`config.mk`:
```
export PLATFORM = sky130hd
export DESIGN_NAME = victim_buffer
export DESIGN_NICKNAME = d
export VERILOG_FILES = /design/src/rtl/vc_pkg.sv /design/src/rtl/vc_match.sv /design/src/rtl/vc_lru.sv /design/src/rtl/victim_buffer.sv
export SDC_FILE = /design/constraint.sdc
export NUM_CORES = 1
export LEC_CHECK = 0
export BUFFER_PORTS_ARGS = -buffer_cell sky130_fd_sc_hd__buf_2
export CORE_ASPECT_RATIO = 2
export CORE_MARGIN = 2
export CORE_UTILIZATION = 53
export CTS_CLUSTER_SIZE = 24
export DETAILED_ROUTE_END_ITERATION = 12
export PLACE_DENSITY = 0.76
export SYNTH_ARGS = -nofsm -noshare
export SYNTH_HDL_FRONTEND = slang
export SYNTH_HIERARCHICAL = 1
export SYNTH_SLANG_ARGS = --single-unit
```
`constraint.sdc`:
```
create_clock -name clk -period 3.85 [get_ports clk]
set_input_delay 0.1925 -clock clk [delete_from_list [all_inputs] [get_ports clk]]
set_output_delay 0.1925 -clock clk [all_outputs]
set_load 0.05 [all_outputs]
```
`src/rtl/vc_pkg.sv`:
```
`timescale 1ns/1ps
package vc_pkg;
  // Where the evicted line of a request is written
  typedef enum logic [2:0] {
    TGT_NONE,   // no evicted line supplied
    TGT_MATCH,  // same address already present: overwrite in place
    TGT_HIT,    // take the slot the lookup hit frees
    TGT_FREE,   // take an empty slot
    TGT_LRU     // replace the least recently written slot
  } vc_target_e;
endpackage

```
`src/rtl/vc_match.sv`:
```
`timescale 1ns/1ps
// Parallel address compare across all slots
module vc_match #(
  parameter int N  = 4,
  parameter int AW = 12,
  localparam int IW = (N > 1) ? $clog2(N) : 1
) (
  input  logic [N-1:0]         ent_valid,
  input  logic [N-1:0][AW-1:0] ent_addr,
  input  logic [AW-1:0]        key,
  output logic                 found,
  output logic [IW-1:0]        found_idx
);
  always_comb begin
    found     = 1'b0;
    found_idx = '0;
    for (int i = 0; i < N; i++) begin
      if (ent_valid[i] && (ent_addr[i] == key)) begin
        found     = 1'b1;
        found_idx = IW'(i);
      end
    end
  end
endmodule

```
`src/rtl/vc_lru.sv`:
```
`timescale 1ns/1ps
// Recency ranks: 0 = most recently written, N-1 = least recently written
module vc_lru #(
  parameter int N = 4,
  localparam int IW = (N > 1) ? $clog2(N) : 1
) (
  input  logic          clk,
  input  logic          rst_n,
  input  logic          touch,
  input  logic [IW-1:0] touch_idx,
  output logic [IW-1:0] oldest_idx
);
  logic [IW-1:0] rank [N];

  always_ff @(posedge clk) begin
    if (!rst_n) begin
      for (int i = 0; i < N; i++) rank[i] <= IW'(i);
    end else if (touch) begin
      for (int i = 0; i < N; i++) begin
        if (IW'(i) == touch_idx)             rank[i] <= '0;
        else if (rank[i] < rank[touch_idx])  rank[i] <= rank[i] + 1'b1;
      end
    end
  end

  always_comb begin
    oldest_idx = '0;
    for (int i = 0; i < N; i++)
      if (rank[i] == IW'(N - 1)) oldest_idx = IW'(i);
  end
endmodule

```
`src/rtl/victim_buffer.sv`:
```
`timescale 1ns/1ps
module victim_buffer
  import vc_pkg::*;
#(
  parameter int NUM_ENTRIES = 4,
  parameter int ADDR_W      = 12,
  parameter int LINE_W      = 32
) (
  input  logic              clk,
  input  logic              rst_n,
  input  logic              req_valid,
  output logic              req_ready,
  input  logic              req_lookup,
  input  logic [ADDR_W-1:0] req_addr,
  input  logic              req_ev_valid,
  input  logic [ADDR_W-1:0] req_ev_addr,
  input  logic              req_ev_dirty,
  input  logic [LINE_W-1:0] req_ev_data,
  output logic              rsp_valid,
  output logic              rsp_hit,
  output logic              rsp_dirty,
  output logic [LINE_W-1:0] rsp_data,
  output logic              wb_valid,
  input  logic              wb_ready,
  output logic [ADDR_W-1:0] wb_addr,
  output logic [LINE_W-1:0] wb_data
);
  localparam int IW = (NUM_ENTRIES > 1) ? $clog2(NUM_ENTRIES) : 1;

  // Slot storage
  logic [NUM_ENTRIES-1:0]             e_valid;
  logic [NUM_ENTRIES-1:0]             e_dirty;
  logic [NUM_ENTRIES-1:0][ADDR_W-1:0] e_addr;
  logic [NUM_ENTRIES-1:0][LINE_W-1:0] e_data;

  logic          accept, do_hit, clear_hit, push_out;
  logic          lk_found, ev_found, free_any;
  logic [IW-1:0] lk_idx, ev_idx, free_idx, oldest_idx, tgt_idx;
  vc_target_e    tgt_src;

  assign req_ready = !wb_valid;
  assign accept    = req_valid && req_ready;

  vc_match #(.N(NUM_ENTRIES), .AW(ADDR_W)) u_lk_match (
    .ent_valid(e_valid), .ent_addr(e_addr), .key(req_addr),
    .found(lk_found), .found_idx(lk_idx));

  vc_match #(.N(NUM_ENTRIES), .AW(ADDR_W)) u_ev_match (
    .ent_valid(e_valid), .ent_addr(e_addr), .key(req_ev_addr),
    .found(ev_found), .found_idx(ev_idx));

  vc_lru #(.N(NUM_ENTRIES)) u_lru (
    .clk(clk), .rst_n(rst_n),
    .touch(tgt_src != TGT_NONE), .touch_idx(tgt_idx),
    .oldest_idx(oldest_idx));

  // Lowest-numbered empty slot
  always_comb begin
    free_any = 1'b0;
    free_idx = '0;
    for (int i = NUM_ENTRIES - 1; i >= 0; i--) begin
      if (!e_valid[i]) begin
        free_any = 1'b1;
        free_idx = IW'(i);
      end
    end
  end

  assign do_hit = accept && req_lookup && lk_found;

  // Placement of the evicted line; an existing copy always wins
  always_comb begin
    tgt_src = TGT_NONE;
    tgt_idx = '0;
    if (accept && req_ev_valid) begin
      if (ev_found) begin
        tgt_src = TGT_MATCH; tgt_idx = ev_idx;
      end else if (do_hit) begin
        tgt_src = TGT_HIT;   tgt_idx = lk_idx;
      end else if (free_any) begin
        tgt_src = TGT_FREE;  tgt_idx = free_idx;
      end else begin
        tgt_src = TGT_LRU;   tgt_idx = oldest_idx;
      end
    end
  end

  assign push_out  = (tgt_src == TGT_LRU) && e_dirty[oldest_idx];
  assign clear_hit = do_hit && !((tgt_src != TGT_NONE) && (tgt_idx == lk_idx));

  always_ff @(posedge clk) begin
    if (!rst_n) begin
      e_valid <= '0;
      e_dirty <= '0;
      e_addr  <= '0;
      e_data  <= '0;
    end else begin
      if (clear_hit) begin
        e_valid[lk_idx] <= 1'b0;
        e_dirty[lk_idx] <= 1'b0;
      end
      if (tgt_src != TGT_NONE) begin
        e_valid[tgt_idx] <= 1'b1;
        e_addr[tgt_idx]  <= req_ev_addr;
        e_data[tgt_idx]  <= req_ev_data;
        e_dirty[tgt_idx] <= req_ev_dirty || ((tgt_src == TGT_MATCH) && e_dirty[tgt_idx]);
      end
    end
  end

  // Registered lookup response
  always_ff @(posedge clk) begin
    if (!rst_n) begin
      rsp_valid <= 1'b0;
      rsp_hit   <= 1'b0;
      rsp_dirty <= 1'b0;
      rsp_data  <= '0;
    end else begin
      rsp_valid <= accept && req_lookup;
      rsp_hit   <= do_hit;
      rsp_dirty <= do_hit && e_dirty[lk_idx];
      rsp_data  <= do_hit ? e_data[lk_idx] : '0;
    end
  end

  // Writeback holding register
  always_ff @(posedge clk) begin
    if (!rst_n) begin
      wb_valid <= 1'b0;
      wb_addr  <= '0;
      wb_data  <= '0;
    end else if (push_out) begin
      wb_valid <= 1'b1;
      wb_addr  <= e_addr[oldest_idx];
      wb_data  <= e_data[oldest_idx];
    end else if (wb_ready) begin
      wb_valid <= 1'b0;
    end
  end
endmodule

```
=== After elaboration in Yosys (flattened, before gate mapping) ===
Memories as Yosys holds them, arrays and structs flattened.
Cells that the tools add are included.
Widths: inputs -> output; s select.

* $add $sub $neg: 4
* $lt $le $gt $ge: 9
* Eq/ne operators: 17
* Mux-type cells: 109
* Bitwise logic cells: 12
* Reduce and logical (&&, ||, !) cells: 26

{| class="wikitable"
|+ Operators by type and width
! kind !! count
|-
| $bmux 32 s2 || 2
|-
| $bwmux 128 || 1
|-
| $eq 12x12->1 || 8
|-
| $mux 32 || 3
|-
| $demux 32 s2 || 1
|-
| $mux 1 || 59
|-
| $bwmux 48 || 1
|-
| $mux 2 || 22
|-
| $bmux 12 s2 || 1
|-
| $demux 12 s2 || 1
|-
| $mux 12 || 2
|-
| $mux 4 || 6
|-
| $logic_and 1x1->1 || 19
|-
| $mux 3 || 4
|-
| $lt 2x3->1 const B || 3
|-
| $add 2x1->2 const B || 4
|-
| $and 4x4->4 || 2
|-
| $lt 2x2->1 || 4
|-
| $or 1x1->1 || 8
|-
| $bmux 1 s2 || 3
|-
| $eq 2x2->1 const B || 3
|-
| $bwmux 4 || 1
|-
| $demux 1 s2 || 2
|-
| $eq 2x2->1 const A || 2
|-
| other kinds (13) || 15
|}

* Flip-flop bits (word level): 264
* Bits in writable memories: 8
* Bits of input ports: 63
* Output and inout bits: 81
* Logic and storage cells: 195
* Memories kept: 1

{| class="wikitable"
|+ Memories
! memory !! depth !! bits a word !! rd ports !! clocked after memory_dff !! write ports !! RTL line !! text
|-
| u_lru.rank || 4 || 2 || 5 || 0 || 4 || vc_lru.sv:13 || <nowiki>logic [IW-1:0] rank [N];</nowiki>
|}

=== Depth between registers and ports, before layout ===
* Depth in word-level cells: 18
* Gate-level depth with buffers: 17

=== Modules after synthesis ===
Netlist, hierarchy kept.

{| class="wikitable"
|+ Modules (own cells, without submodules)
! module !! times used !! cells an instance !! area an instance (um^2) !! seq. area each (um^2)
|-
| victim_buffer || 1 || 1047 || 11315.9 || 5285.1
|-
| vc_match || 2 || 75 || 611.8 || 0.0
|-
| vc_lru || 1 || 74 || 760.7 || 240.2
|}

=== Worst setup path after synthesis ===
Ideal clock, no wire load.

* Path type: register to register
* From: register e_addr[14] (netlist name)
* To: memory u_lru/rank[1][0] (netlist name) (enable)
* Library setup time: 0.327 ns
* Arrival time: 3.637 ns
* Slack: -0.114 ns
* Stages on the path, launching flop included: 16
* Period minus slack after synthesis: 3.964 ns
* Path through: dfxtp_1 -> xnor2_2 -> nand4_1 -> or4_4 -> o21ai_1 -> buf_2 -> inv_1 -> o31ai_1 -> a21oi_1 -> nor2_1 -> buf_6 -> mux4_1 -> inv_1 -> ha_1 -> o311a_1 -> o21ai_0

{| class="wikitable"
|+ RTL lines
! item !! RTL line !! text
|-
| start, declared || victim_buffer.sv:33 || <nowiki>logic [NUM_ENTRIES-1:0][ADDR_W-1:0] e_addr;</nowiki>
|-
| start signal, assigned by index || victim_buffer.sv:104 || <nowiki>e_addr[tgt_idx] <= req_ev_addr;</nowiki>
|-
| end, declared || vc_lru.sv:13 ||
|}

==> results by group <==
Route
  • Via Count: between 9000 and 10000
  • Drt first pass iters: 5
  • # DRC: 0
  • Via/cell ratio: roughly 5.7
  • Antenna Violating Nets Remaining: 0
  • Initial DRC count: about 600
  • DR WL/cell: 18.86 microns
  • WL final: 33050 microns

STA
  • Hold Vio Cnt, Final: 0
  • Final setup violation count: 0
  • Clock skew: 0.01705 ns
  • Min cycle time layout: ~3.7 ns
  • FMAX: about 270 MHz
  • Relative slew slack: 0.3882
  • Post-route clock period utilization: 0.9694
  • Setup TNS: 0 ns
  • Slew Limit Fails: 0
  • Worst Tran Pin Value: around 0.9 ns

Yosys
  • Synth warn: 6
  • Synth area leaders: dfxtp_1 (40%), mux2i_1 (14%), mux4_2 (13%)
  • Syn Area/Cell: roughly 10 sq um
  • Syn nets: roughly 1300
  • Yosys cell types: a little under 60
  • Share of Yosys cell area claimed by the top area cell type: 0.3974
  • Synth Flop Type: dfxtp_1
  • Post-synth top cells: nand2_1 (325), dfxtp_1 (264), mux2i_1 (183)
  • Mapped Cells: between 1000 and 1500
  • Share of async-settable or async-resettable flops after synthesis: 0
  • Post-Synthesis Cell Area: between 10000 and 15000 sq um
  • Most frequent cell after synthesis: nand2_1
  • Post-synthesis register bit count: approximately 270
  • Seq/Total Area, Yosys: 0.4154
  • Post-synth top area cell: dfxtp_1
  • Number of flops mapped to enable cells by yosys: 8

Worst hold path
  • Hold Path Class: in -> reg
  • Worst hold path depth: 3
  • Hold EP: e_data[92]
  • Min-Delay Startpoint: req_ev_data[28]

Global route
  • Largest net degree at the start of global routing: ~110
  • First-pass GRT wire length: ~53000 microns
  • GRT Overall Usage: 0.2528
  • GRT overflow: 0
  • Initial antenna violation count: 2
  • Vias in the first global route: approximately 10000

Power
  • Pwr Density: approximately 370 nW/um^2
  • Peak supply drop: slightly below 0.4 mV
  • Logic pwr share: 0.077
  • Switching power: between 1000 and 1500 uW
  • Internal power: ~4400 uW
  • P_leak: ~0.0066 uW
  • Power share of the sequential group: 0.508
  • Clock power frac: 0.414
  • Switch share: 0.2376

CTS
  • CTS tree: yes
  • H-Tree Depth: 1
  • Worst-Skew Late Latency: around 0.54 ns
  • CTS root buf: clkbuf_16
  • Clock Tree Buf Depth: 3
  • Clock-pin slew on the worst setup and hold paths: 0.07 ns
  • Number of buffers created by CTS: 24
  • Clk sinks: 272

Floorplanning
  • FP Rows: slightly above 80
  • Die width: approximately 120 microns
  • Placeable Area: 24830 sq um
  • Initial Util: 0.5357
  • Die height: 228.0 microns
  • Die area: roughly 26000 sq um
  • I/O pin count: ~140

Final layout
  • Post-layout util: 0.6206
  • Layout cell share with drive strength beyond 1: 0.2516
  • Layout Nets: approximately 1500
  • Layout fillers: between 2000 and 2500
  • Area grow syn2layout: 15.85%

Flow run
  • Max-cap violation count: 0

Place
  • Hpwl dp: around 21000 microns
  • GPL Wtd Cong: roughly 0.96
  • Buffers on Ports: about 140

Critical path
  • Crit Reg-Reg Endpoint: u_lru/rank[2][1]
  • Kind of critical path: reg -> reg
  • Worst r2r path cells: 13
  • Worst path required time: slightly above 4 ns
  • Crit path launch type: register
  • CP Data Arrival Time: 4.00 ns
  • R2r startpoint: e_addr[26]
  • R2R setup slack: 0.12 ns
  • CP max FO: 4
  • Crit. End Element: register

Run status
  • Outcome: completed
==> flip-flops by register name, indices dropped and copies added (netlist names) <==
signal	flops
wb_data	32
wb_addr	12
rsp_dirty	1
e_dirty	4
rsp_hit	1
e_addr	48
wb_valid	1
rsp_data	32
e_data	128
e_valid	4
rsp_valid	1
u_lru/rank	8
==> placed cells by master (no fill, tap or decap), types with 26 or more instances in the layout <==
cell type	Yosys	routed
dlygate4sd3_1	0	26
xnor2_1	76	69
and3_1	37	36
buf_2	25	142
a21boi_0	46	46
nand2_1	325	324
buf_4	4	26
dfxtp_1	264	231
mux4_2	78	79
dfxtp_2	0	31
mux2i_1	183	183
==> power groups by stage <==
stage                     Combinational (uW)  Clock, uW  Sequential, uW
after floorplan                          290          0            2960
after global placement                   399          0            2960
after detailed placement                 409          0            2970
after CTS                                431       2420            2900
after global routing                     475       2520            2910
final                                    442       2370            2900
==> through the flow <==
stage | setup slack (ns) | cell area, sq um | instances | total power (uW) | hold slack (ns)
3_5_place_dp | -0.02127 | 14240 | 1680 | 3376 | 0.4573
2_1_floorplan | 0.02468 | 13310 | 1271 | 3247 | 0.3941
5_1_grt | -0.005582 | 15410 | 1753 | 5900 | 0.03183
3_3_place_gp | 0.1073 | 14240 | 1680 | 3362 | 0.4488
4_1_cts | 0.02039 | 15270 | 1748 | 5756 | 0.00005213
6_report | 0.1179 | 15410 | 1753 | 5710 | 0.02023
==> layer usage <==
layer,global-route usage,vias to the layer above,share of wire
li1,-,4720,-
met1,0.3280,4852,0.41
met2,0.4368,314,0.51
met3,0.02232,68,0.048
met4,0.08780,0,0.027
met5,0,-,0
==> cells by family (layout without fill, tap and decap cells) <==
logic type / count (synthesis) / after routing / synth area share
AND/OR/NAND/NOR: 442 / 442 / 0.1496
flip-flops: 272 / 272 / 0.4154
multiplexers: 263 / 263 / 0.2738
AO/OA/AOI/OAI: 82 / 82 / 0.04666
buffers and inverters: 109 / 253 / 0.04252
adder cells (fa/ha/maj): 7 / 7 / 0.006585
other: 0 / 2 / 0
XOR/XNOR: 96 / 96 / 0.06547
==> area by class of cell <==
cell class                 count  area, sq um  area share
antenna                        2        5.005   0.0003248
multi-input combinational    890         7343      0.4766
inverter                      12        47.55    0.003086
sequential                   272         5572      0.3616
tap                          336        420.4     0.02728
clock inverter                 9        98.84    0.006415
clock buffer                  33        664.4     0.04312
timing repair buffer         199         1257     0.08161
==> timing repair <==
action,CTS,global route
hold endpoints to repair,85,0
pin swaps,0,7
hold buffers,26,0
buffers inserted,0,3
resized for setup,4,48
setup endpoints to repair,6,9
==> worst max-delay path, stage by stage (launching register included) <==
cell       delay, ns
dfxtp_2         0.35
xnor2_1         0.17
nand4_1         0.18
or4_4           0.58
o2111ai_4       0.11
nand4b_1        0.18
o31ai_2         0.32
a21oi_2         0.07
nor2_2          0.17
mux4_2          0.56
inv_4           0.10
ha_1            0.23
o311a_1         0.13
o41a_1          0.32
==> worst max path at each step <==
stage	slack (ns)	end	startpoint	cells past startpoint
2_1_floorplan	0.02	u_lru/rank[1][0]	e_addr[14]	15
3_3_place_gp	0.11	u_lru/rank[3][1]	req_addr[2]	14
3_5_place_dp	-0.02	u_lru/rank[3][1]	req_addr[6]	14
4_1_cts	0.02	u_lru/rank[3][0]	e_addr[42]	13
5_1_grt	-0.006	u_lru/rank[2][1]	e_addr[20]	13
6_report	0.12	u_lru/rank[2][1]	e_addr[26]	13
Power figures use the tool's default switching activity.
